**src/rtl/hwb_pkg.sv**
```systemverilog
package hwb_pkg;
  // One-hot view of the strobe phases seen by the store.
  typedef struct packed {
    logic active;    // strobe sampled low this cycle
    logic release_e; // trailing edge: strobe back high after being low
  } strobe_t;
endpackage

```
**src/rtl/hwb_strobe_sync.sv**
```systemverilog
module hwb_strobe_sync
  import hwb_pkg::*;
(
  input  logic    clk,
  input  logic    rst,
  input  logic    rd_n,
  output strobe_t strobe
);
  logic rd_n_q;

  always_ff @(posedge clk) begin
    if (rst) rd_n_q <= 1'b1;
    else     rd_n_q <= rd_n;
  end

  always_comb begin
    strobe.active    = !rd_n;
    strobe.release_e = !rd_n_q && rd_n;
  end
endmodule

```
**src/rtl/hwb_store.sv**
```systemverilog
module hwb_store
  import hwb_pkg::*;
#(
  parameter int HALF_W = 16,
  parameter int NHALF  = 2,
  localparam int WORD_W = HALF_W * NHALF,
  localparam int PTR_W  = (NHALF > 1) ? $clog2(NHALF) : 1
) (
  input  logic              clk,
  input  logic              rst,
  input  logic              wr_valid,
  input  logic [WORD_W-1:0] wr_word,
  input  strobe_t           strobe,
  output logic [PTR_W-1:0]  ptr,
  output logic [HALF_W-1:0] cur_half,
  output logic              data_rdy
);
  localparam logic [PTR_W-1:0] LAST = PTR_W'(NHALF - 1);

  logic [HALF_W-1:0] mem [NHALF];

  // Halves are written in parallel; the bus reads one by pointer.
  for (genvar g = 0; g < NHALF; g++) begin : g_half
    always_ff @(posedge clk) begin
      if (wr_valid) mem[g] <= wr_word[g*HALF_W +: HALF_W];
    end
  end

  assign cur_half = mem[ptr];

  always_ff @(posedge clk) begin
    if (rst) begin
      ptr      <= '0;
      data_rdy <= 1'b0;
    end else if (wr_valid) begin
      // store has priority over a coincident strobe release
      ptr      <= '0;
      data_rdy <= 1'b1;
    end else if (strobe.release_e) begin
      ptr <= (ptr == LAST) ? '0 : ptr + 1'b1;
      if (ptr == '0) data_rdy <= 1'b0;
    end
  end
endmodule

```
**src/rtl/hwb_bus_out.sv**
```systemverilog
module hwb_bus_out
  import hwb_pkg::*;
#(
  parameter int HALF_W = 16
) (
  input  logic              clk,
  input  logic              rst,
  input  strobe_t           strobe,
  input  logic [HALF_W-1:0] cur_half,
  output logic [HALF_W-1:0] bus_data,
  output logic              bus_oe
);
  always_ff @(posedge clk) begin
    if (rst) begin
      bus_oe   <= 1'b0;
      bus_data <= '0;
    end else begin
      bus_oe   <= strobe.active;
      bus_data <= strobe.active ? cur_half : '0;
    end
  end
endmodule

```
**src/rtl/hwb_top.sv**
```systemverilog
module hwb_top
  import hwb_pkg::*;
#(
  parameter int HALF_W = 16,
  parameter int NHALF  = 2,
  localparam int WORD_W = HALF_W * NHALF,
  localparam int PTR_W  = (NHALF > 1) ? $clog2(NHALF) : 1
) (
  input  logic              clk,
  input  logic              rst,
  input  logic              wr_valid,
  input  logic [WORD_W-1:0] wr_word,
  input  logic              rd_n,
  output logic [HALF_W-1:0] bus_data,
  output logic              bus_oe,
  output logic              data_rdy
);
  strobe_t           strobe;
  logic [PTR_W-1:0]  ptr;
  logic [HALF_W-1:0] cur_half;

  hwb_strobe_sync u_sync (
    .clk(clk), .rst(rst), .rd_n(rd_n), .strobe(strobe)
  );

  hwb_store #(.HALF_W(HALF_W), .NHALF(NHALF)) u_store (
    .clk(clk), .rst(rst), .wr_valid(wr_valid), .wr_word(wr_word),
    .strobe(strobe), .ptr(ptr), .cur_half(cur_half), .data_rdy(data_rdy)
  );

  hwb_bus_out #(.HALF_W(HALF_W)) u_out (
    .clk(clk), .rst(rst), .strobe(strobe), .cur_half(cur_half),
    .bus_data(bus_data), .bus_oe(bus_oe)
  );
endmodule

```
**config.mk**
```make
export PLATFORM = sky130hd
export DESIGN_NAME = hwb_top
export DESIGN_NICKNAME = d
export VERILOG_FILES = /design/src/rtl/hwb_pkg.sv /design/src/rtl/hwb_strobe_sync.sv /design/src/rtl/hwb_store.sv /design/src/rtl/hwb_bus_out.sv /design/src/rtl/hwb_top.sv
export SDC_FILE = /design/constraint.sdc
export NUM_CORES = 1
export LEC_CHECK = 0
export ABC_AREA = 1
export BUFFER_PORTS_ARGS = -buffer_cell sky130_fd_sc_hd__buf_2
export CAP_MARGIN = 15
export CORE_MARGIN = 2
export CORE_UTILIZATION = 52
export DETAILED_ROUTE_END_ITERATION = 10
export GPL_TIMING_DRIVEN = 0
export HOLD_SLACK_MARGIN = 0.12
export PLACE_DENSITY = 0.83
export SLEW_MARGIN = 30
export SYNTH_ARGS = -nofsm -noshare
export SYNTH_HDL_FRONTEND = slang
export SYNTH_SLANG_ARGS = --single-unit
```
**constraint.sdc**
```tcl
create_clock -name clk -period 2.9 [get_ports clk]
set_clock_uncertainty 0.15 [all_clocks]
set_input_delay 0.145 -clock clk [delete_from_list [all_inputs] [get_ports clk]]
set_output_delay 0.145 -clock clk [all_outputs]
set_load 0.05 [all_outputs]
```
[Word-level counts from Yosys, hierarchy flattened]
Memories as Yosys holds them, arrays and structs flattened. A register that Yosys moved wholly into a read port is not among the register bits.
Index checks and enable logic that the tools add are counted.
Cells by class
  $add $sub $neg: 1
  equal/unequal tests: 1
  muxes and demuxes: 6
  reduce and logical (&&, ||, !) cells: 7
Operator list (number)
  two-way mux 1 bit: 6
  OR reduction 2 bit: 2
  zero test 1 bit: 2
  inequality test 2 bit (second input constant): 1
  AND reduction 2 bit: 1
  nonzero test 2 bit: 1
  adder 1 bit (second input constant): 1
  logical AND 1 bit: 1
Storage, ports and cells
  register bits: 4
  memory bits (writable): 32
  output and inout port bits: 18
  word-level logic and storage cells: 20
  memories: 1
Memories
  u_store.mem: words 2, width 16, read ports 1, clocked after Yosys merged registers in 1, write ports 2, line hwb_store.sv:20  | logic [HALF_W-1:0] mem [NHALF];

[Depth between registers and ports, before layout]
Gate-level depths: netlist (run 1).
  depth in word-level cells: 4
  depth in mapped cells: 6

[Cells and area by module]
Synthesis (run 1) repeated with hierarchy kept, for this count alone.
Second synthesis, totals
  cell total of the unflattened synthesis: 153
  area, all modules: 1864.3 um^2
Modules (own cells, without submodules)
  hwb_store: times used 1, cells an instance 95, area each 1308.8 um^2
  hwb_bus_out: times used 1, cells an instance 53, area each 518.0 um^2
  hwb_strobe_sync: times used 1, cells an instance 5, area each 37.5 um^2

[Worst setup path after synthesis (run 1)]
No wires, ideal clock.
  path type: register to register
  start: register u_store.ptr
  end: register u_out.bus_data[11] (read register of u_store.mem)
  setup time: 66 ps
  arrival: 821 ps
  required time: 2684 ps
  slack: 1863 ps
  cell stages (with the launch flop): 6
  buffers on the path: 2
  period minus slack after synthesis: 1037 ps
  cell sequence: dfxtp_1 -> buf_4 -> inv_2 -> buf_4 -> nand2_1 -> a21oi_2
RTL lines
  start: declaration: line hwb_store.sv:14  | output logic [PTR_W-1:0] ptr,
  start signal: assignment: line hwb_store.sv:40  | ptr <= (ptr == LAST) ? '0 : ptr + 1'b1;
  end: declaration: line hwb_bus_out.sv:10  | output logic [HALF_W-1:0] bus_data,

[Worst setup path in the final report (run 1)]
  start: register u_store.ptr
  end: register u_store.data_rdy
Between the ends
  word-level cells in the longest chain between the ends: 2
RTL lines
  inequality test 2 bit (no line)
  AND reduction 2 bit (no line)
  end signal: assignment: line hwb_store.sv:34  | data_rdy <= 1'b0;
  end signal: assignment: line hwb_store.sv:38  | data_rdy <= 1'b1;
  end signal: assignment: line hwb_store.sv:41  | if (ptr == '0) data_rdy <= 1'b0;
  end: declaration: line hwb_store.sv:16  | output logic data_rdy
Every way passes these cells.
A chain may end at the register's enable or synchronous reset.

==> results.json, run 1 <==
{
  "status": "finished clean",
  "synth-edff-count": 32,
  "syn_area_sq_um": 1700,
  "portBuffers": 53,
  "setup-violations-final": 0,
  "p_leak_uw": 0.00105,
  "tritoncts": "yes",
  "maxSlewViolCount": 0,
  "synth_cell_types": 14,
  "synthesis.nets": 154,
  "yosysMostFrequentCell": "nand2_1",
  "numCtsBuffers": 5,
  "clock_latency_ns": 0.35,
  "intPower_uw": 1000,
  "grt_pass1_wl_microns": 5110,
  "rsz0062_at_grt": "false",
  "num_io_pins": 54,
  "switching_power_uw": 302,
  "grt-ovfl-total": 0,
  "worstSetupPathType": "flip-flop to flip-flop",
  "worst_path_max_delay_cell": "dlygate4sd3_1",
  "tns_ns": 0,
  "worstPathMaxFanout": 9,
  "hold_violations": 0,
  "clock_sinks": 52,
  "setup_slack_ns": 1.28,
  "clk_pin_slew_ns": 0.13,
  "worstHoldPathType": "primary input to flip-flop",
  "ctsResizeCount": 0,
  "synth.top_cells.by_area": "edfxtp_1 57%, dfxtp_1 24%, nand2_1 8.2%",
  "cp_num_buf_inv": 3,
  "start_util_pct": 55.1,
  "min_period_over_period_pct": 56.0,
  "coreArea_sq_um": 3080,
  "grt_max_degree": 34,
  "swShare_pct": 23.1,
  "root_buffer": "clkbuf_4",
  "antenna_found_initial": 0,
  "die_area_sq_um": 3740,
  "dr.first_iter.drc_count": 37,
  "viasPerCell": 4.61,
  "synth-async-reset-ratio_pct": 0,
  "cap_violations": 0,
  "start_kind": "flip-flop",
  "dp_hpwl_microns": 1850,
  "synth_top_cell_by_area": "edfxtp_1",
  "num_vias": 1190,
  "die_x_microns": 61.1,
  "cts_buffer_depth": 2,
  "finalCriticalPeriod_ns": 1.62,
  "gp_congestion": 0.706,
  "drt_wl_total_microns": 3270,
  "drc": 0,
  "worst-slew-pin-transition_ns": 0.707,
  "yosysSeqAreaShare_pct": 80.2,
  "peakVddDrop_mv": 0.440,
  "yosysWarningCount": 0,
  "power.total_uw": 1300,
  "worstPathArrival_ns": 1.72,
  "grt_pass1_vias": 1221,
  "synthCells": 118,
  "drtAntennaViolNets": 0,
  "critPathRequiredTime_ns": 2.99,
  "fmax_mhz": 616,
  "synth_common_cells": "37 x nand2_1, 32 x edfxtp_1, 20 x dfxtp_1",
  "htree_levels": 2,
  "combPwrFrac_pct": 12.6,
  "seq_power_share_pct": 65.2,
  "syn_avg_cell_area_sq_um": 14.4,
  "rows": 20,
  "max_stage_delay_ns": 0.54,
  "nNetsFinal": 249,
  "track_usage_pct": 19.9,
  "cpLargestDelayFamily": "buffers and inverters",
  "synth_top_area_share_pct": 56.6,
  "crit_chain": "buf_4 -> inv_2 -> nand3_1 -> nand2_1 -> a21oi_1 -> dlygate4sd3_1",
  "area_delta_synth_final_pct": 42.4,
  "dp_slack_ns": 1.66,
  "powerDensity_nw_per_um2": 540,
  "drive_gt1_share_pct": 33.6,
  "wl_per_cell_microns": 12.7,
  "fp.dieH_microns": 61.1,
  "whs_ns": 0.235,
  "diodes": 0,
  "synth_seq_cells": 52,
  "maxSlewHeadroom_pct": 52.8,
  "clockPowerShare_pct": 22.2,
  "synth_flop_cell": "edfxtp_1",
  "dr.pass1.iters": 4,
  "end_kind": "flip-flop"
}
[power groups by stage]
| stage | Combinational (uW) | Clock (uW) | Sequential (uW) |
|---|---|---|---|
| after floorplan | 31.3 | 0 | 910 |
| after global placement | 122 | 0 | 864 |
| after detailed placement | 127 | 0 | 866 |
| after CTS | 163 | 296 | 849 |
| after global routing | 177 | 330 | 854 |
| final | 164 | 289 | 850 |
[per-layer routing]
layer	track usage (%)	up-vias	part of all wire (%)
li1	-	586	-
met1	20.5	547	37
met2	36.6	45	56
met3	4.62	12	4.7
met4	11.5	0	2.8
met5	0	-	0
[repair_timing]
action                                 4_1_cts  5_1_grt
buffers inserted                             0        0
endpoints found under the hold margin       42        0
hold buffers                                35        0
[cells by family (layout without fill, tap and decap cells)]
group / Yosys count / count (layout) / share of synthesized area, %
buffers and inverters: 9 / 105 / 3.91
flip-flops: 52 / 52 / 80.2
AND/OR/NAND/NOR: 40 / 40 / 9.07
AO/OA/AOI/OAI: 17 / 17 / 6.78
[per-stage QoR]
stage                     std cells  util (%)  cell area (sq um)
after detailed placement        215      65.5               2020
after global routing            258      78.5               2420
after floorplan                 118         -               1700
after global placement          215      65.5               2020
final                           258      78.5               2420
after CTS                       258      78.5               2420
[cells in the final DEF (no fill, tap or decap)]
master / count
dfxtp_1: 20
nand3_1: 1
a21oi_2: 8
clkbuf_4: 5
nand2_1: 37
nor2_1: 1
a21oi_1: 9
buf_6: 1
clkinv_1: 1
clkbuf_1: 2
inv_2: 1
buf_12: 1
inv_1: 3
dlygate4sd3_1: 35
or2_1: 1
buf_2: 54
edfxtp_1: 32
buf_4: 2
[sequential cells by signal, summed over array words and instances, names as in the netlist]
register / cells
u_store.mem: 32
u_store.data_rdy: 1
u_store.ptr: 1
u_sync.rd_n_q: 1
u_out.bus_data: 16
u_out.bus_oe: 1
[worst paths after layout]
| kind | start | to | slack [ns] | cells after the start |
|---|---|---|---|---|
| max reg2reg | u_store.ptr | u_store.data_rdy | 1.28 | 6 |
| max | u_store.ptr | u_store.data_rdy | 1.28 | 6 |
| min | wr_valid | u_store.mem[0][3] | 0.24 | 1 |
| min reg2reg | u_store.mem[0][9] | u_out.bus_data[9] | 0.38 | 2 |
[cell type report]
class / instances / area [sq um]
Clock buffer: 7 / 45.0
Fill cell: 188 / 662
Multi-Input combinational cell: 57 / 269
Tap cell: 44 / 55.1
Sequential cell: 52 / 1360
Clock inverter: 1 / 3.75
Timing Repair Buffer: 88 / 616
Inverter: 4 / 15.0
Buffer: 5 / 51.3
No activity file was read; power rests on OpenSTA's default activity.
==> run 2, diff against run 1 <==
--- a/config.mk
+++ b/config.mk
@@ -9,11 +9,11 @@
 export BUFFER_PORTS_ARGS = -buffer_cell sky130_fd_sc_hd__buf_2
 export CAP_MARGIN = 15
 export CORE_MARGIN = 2
-export CORE_UTILIZATION = 52
+export CORE_UTILIZATION = 49
 export DETAILED_ROUTE_END_ITERATION = 10
 export GPL_TIMING_DRIVEN = 0
 export HOLD_SLACK_MARGIN = 0.12
-export PLACE_DENSITY = 0.83
+export PLACE_DENSITY = 0.79
 export SLEW_MARGIN = 30
 export SYNTH_ARGS = -nofsm -noshare
 export SYNTH_HDL_FRONTEND = slang
==> constraint.sdc (replaced) <==
create_clock -name clk -period 1.7 [get_ports clk]
set_clock_uncertainty 0.15 [all_clocks]
set_input_delay 0.085 -clock clk [delete_from_list [all_inputs] [get_ports clk]]
set_output_delay 0.085 -clock clk [all_outputs]
set_load 0.05 [all_outputs]
==> results.json, run 2 (synthesis gave the netlist of run 1 again) <==
{
  "dpl.cell_count": 217,
  "worstSetupPathType": "flip-flop to flip-flop",
  "maxSlewViolCount": 0,
  "final_cells": 260,
  "hold_depth": 1,
  "p_leak_uw": 0.00105,
  "coreArea_sq_um": 3340,
  "max_stage_delay_ns": 0.54,
  "start_util_pct": 50.8,
  "wl_per_cell_microns": 12.6,
  "drt_wl_total_microns": 3280,
  "wl_met3_microns": 139,
  "r2r-start": "u_store.ptr",
  "num_vias": 1195,
  "grt_pass1_vias": 1226,
  "largest_register_ffs": 32,
  "largest_registers": "u_store.mem x32, u_out.bus_data x16",
  "drtAntennaViolNets": 0,
  "worstPathMaxFanout": 9,
  "drive_gt1_share_pct": 34.1,
  "maxSlewHeadroom_pct": 54.1,
  "rsz0062_at_grt": "false",
  "clk_pin_slew_ns": 0.13,
  "nNetsFinal": 249,
  "worst-slew-pin-transition_ns": 0.688,
  "area_delta_synth_final_pct": 42.8,
  "clock_latency_ns": 0.35,
  "worst_path_max_delay_cell": "dlygate4sd3_1",
  "final_cell_area_sq_um": 2420,
  "root_buffer": "clkbuf_4",
  "num_io_pins": 54,
  "start_kind": "flip-flop",
  "worstHoldPathType": "primary input to flip-flop",
  "end_kind": "flip-flop",
  "r2r-end": "u_store.data_rdy",
  "tns_ns": 0,
  "dp_hpwl_microns": 1910,
  "worstHoldStart": "wr_valid",
  "most-common-layout-cells": "54 x buf_2, 37 x nand2_1, 35 x dlygate4sd3_1",
  "grt_pass1_wl_microns": 5140,
  "regMostFlops": "u_store.mem",
  "hold_violations": 0,
  "worstRegToRegCells": 6,
  "peakVddDrop_mv": 0.671,
  "antenna_found_initial": 0,
  "crit_chain": "buf_4 -> inv_4 -> nand3_1 -> nand2_1 -> a21oi_1 -> dlygate4sd3_1",
  "cap_violations": 0,
  "grt_max_degree": 34,
  "cts_buffer_depth": 2,
  "r2r_slack_ns": 0.1,
  "wl_met1_microns": 1110,
  "critPathRequiredTime_ns": 1.80,
  "highest_layer": "met4",
  "gp_congestion": 0.683,
  "drc": 0,
  "status": "finished clean",
  "min_period_over_period_pct": 94.1,
  "dr.pass1.iters": 5,
  "grt-ovfl-total": 0,
  "wl_met2_microns": 1940,
  "tritoncts": "yes",
  "powerDensity_nw_per_um2": 921,
  "numCtsBuffers": 5,
  "track_usage_pct": 18.1,
  "whs_ns": 0.155,
  "min_to": "u_store.mem[0][3]",
  "die_x_microns": 62.8,
  "viasPerCell": 4.60,
  "portBuffers": 53,
  "diodes": 0,
  "setup-violations-final": 0,
  "dr.first_iter.drc_count": 48,
  "fmax_mhz": 625,
  "htree_levels": 2,
  "clock_sinks": 52,
  "mostFrequentLayoutCell": "buf_2",
  "fp.dieH_microns": 62.8,
  "finalCriticalPeriod_ns": 1.60,
  "dpl_cell_area_sq_um": 2020,
  "rows": 21,
  "worstPathArrival_ns": 1.70,
  "die_area_sq_um": 3950,
  "power.total_uw": 2230
}
run 2: how the worst max path moves through the flow:
stage | from | end | slack, ns | cells after the start
final | u_store.ptr | u_store.data_rdy | 0.1 | 6
after global routing | u_store.ptr | u_store.data_rdy | 0.01 | 6
after CTS | u_store.ptr | u_store.data_rdy | 0.04 | 6
after detailed placement | u_store.ptr | u_out.bus_data[4] | 0.51 | 5
after global placement | u_store.ptr | u_out.bus_data[13] | 0.55 | 5
after floorplan | u_store.ptr | u_out.bus_data[11] | 0.66 | 5
run 2: routing by layer:
layer / GRT usage, % / up-vias
met4: 9.17 / 0
met2: 36.6 / 33
li1: - / 588
met5: 0 / -
met1: 14.8 / 566
met3: 6.13 / 8
run 2: cell type report:
class,count,area [sq um]
sequential,52,1360
fill,241,915
timing repair buffer,88,616
multi-input combinational,57,269
tap,46,57.6
buffer,5,51.3
clock buffer,7,45.0
inverter,4,17.5
clock inverter,1,5.00
run 2: critical path: cells and delay by family (launching register included):
family | cells | cell delay (ns)
AO/OA/AOI/OAI | 1 | 0.05
buffers and inverters | 3 | 0.80
flip-flops | 1 | 0.32
AND/OR/NAND/NOR | 2 | 0.17
run 2: per-stage QoR:
stage          util [%]  worst slack [ns]
2_1_floorplan         -             0.663
3_3_place_gp       60.5             0.547
3_5_place_dp       60.5             0.507
4_1_cts            72.5            0.0424
5_1_grt            72.6            0.0146
6_report           72.6             0.100
run 2: timing repair:
action                                  in CTS  in global routing
setup buffers                                0                  0
hold endpoints to repair                    43                  0
endpoints found under the setup margin       0                  1
hold buffers                                35                  0
resized for setup                            0                  1
run 2: power by group:
part	internal, uW	total (uW)	leakage (uW)	switching, uW
clock	162	499	0.0000293	337
sequential	1430	1450	0.000478	22.0
combinational	122	281	0.000542	159
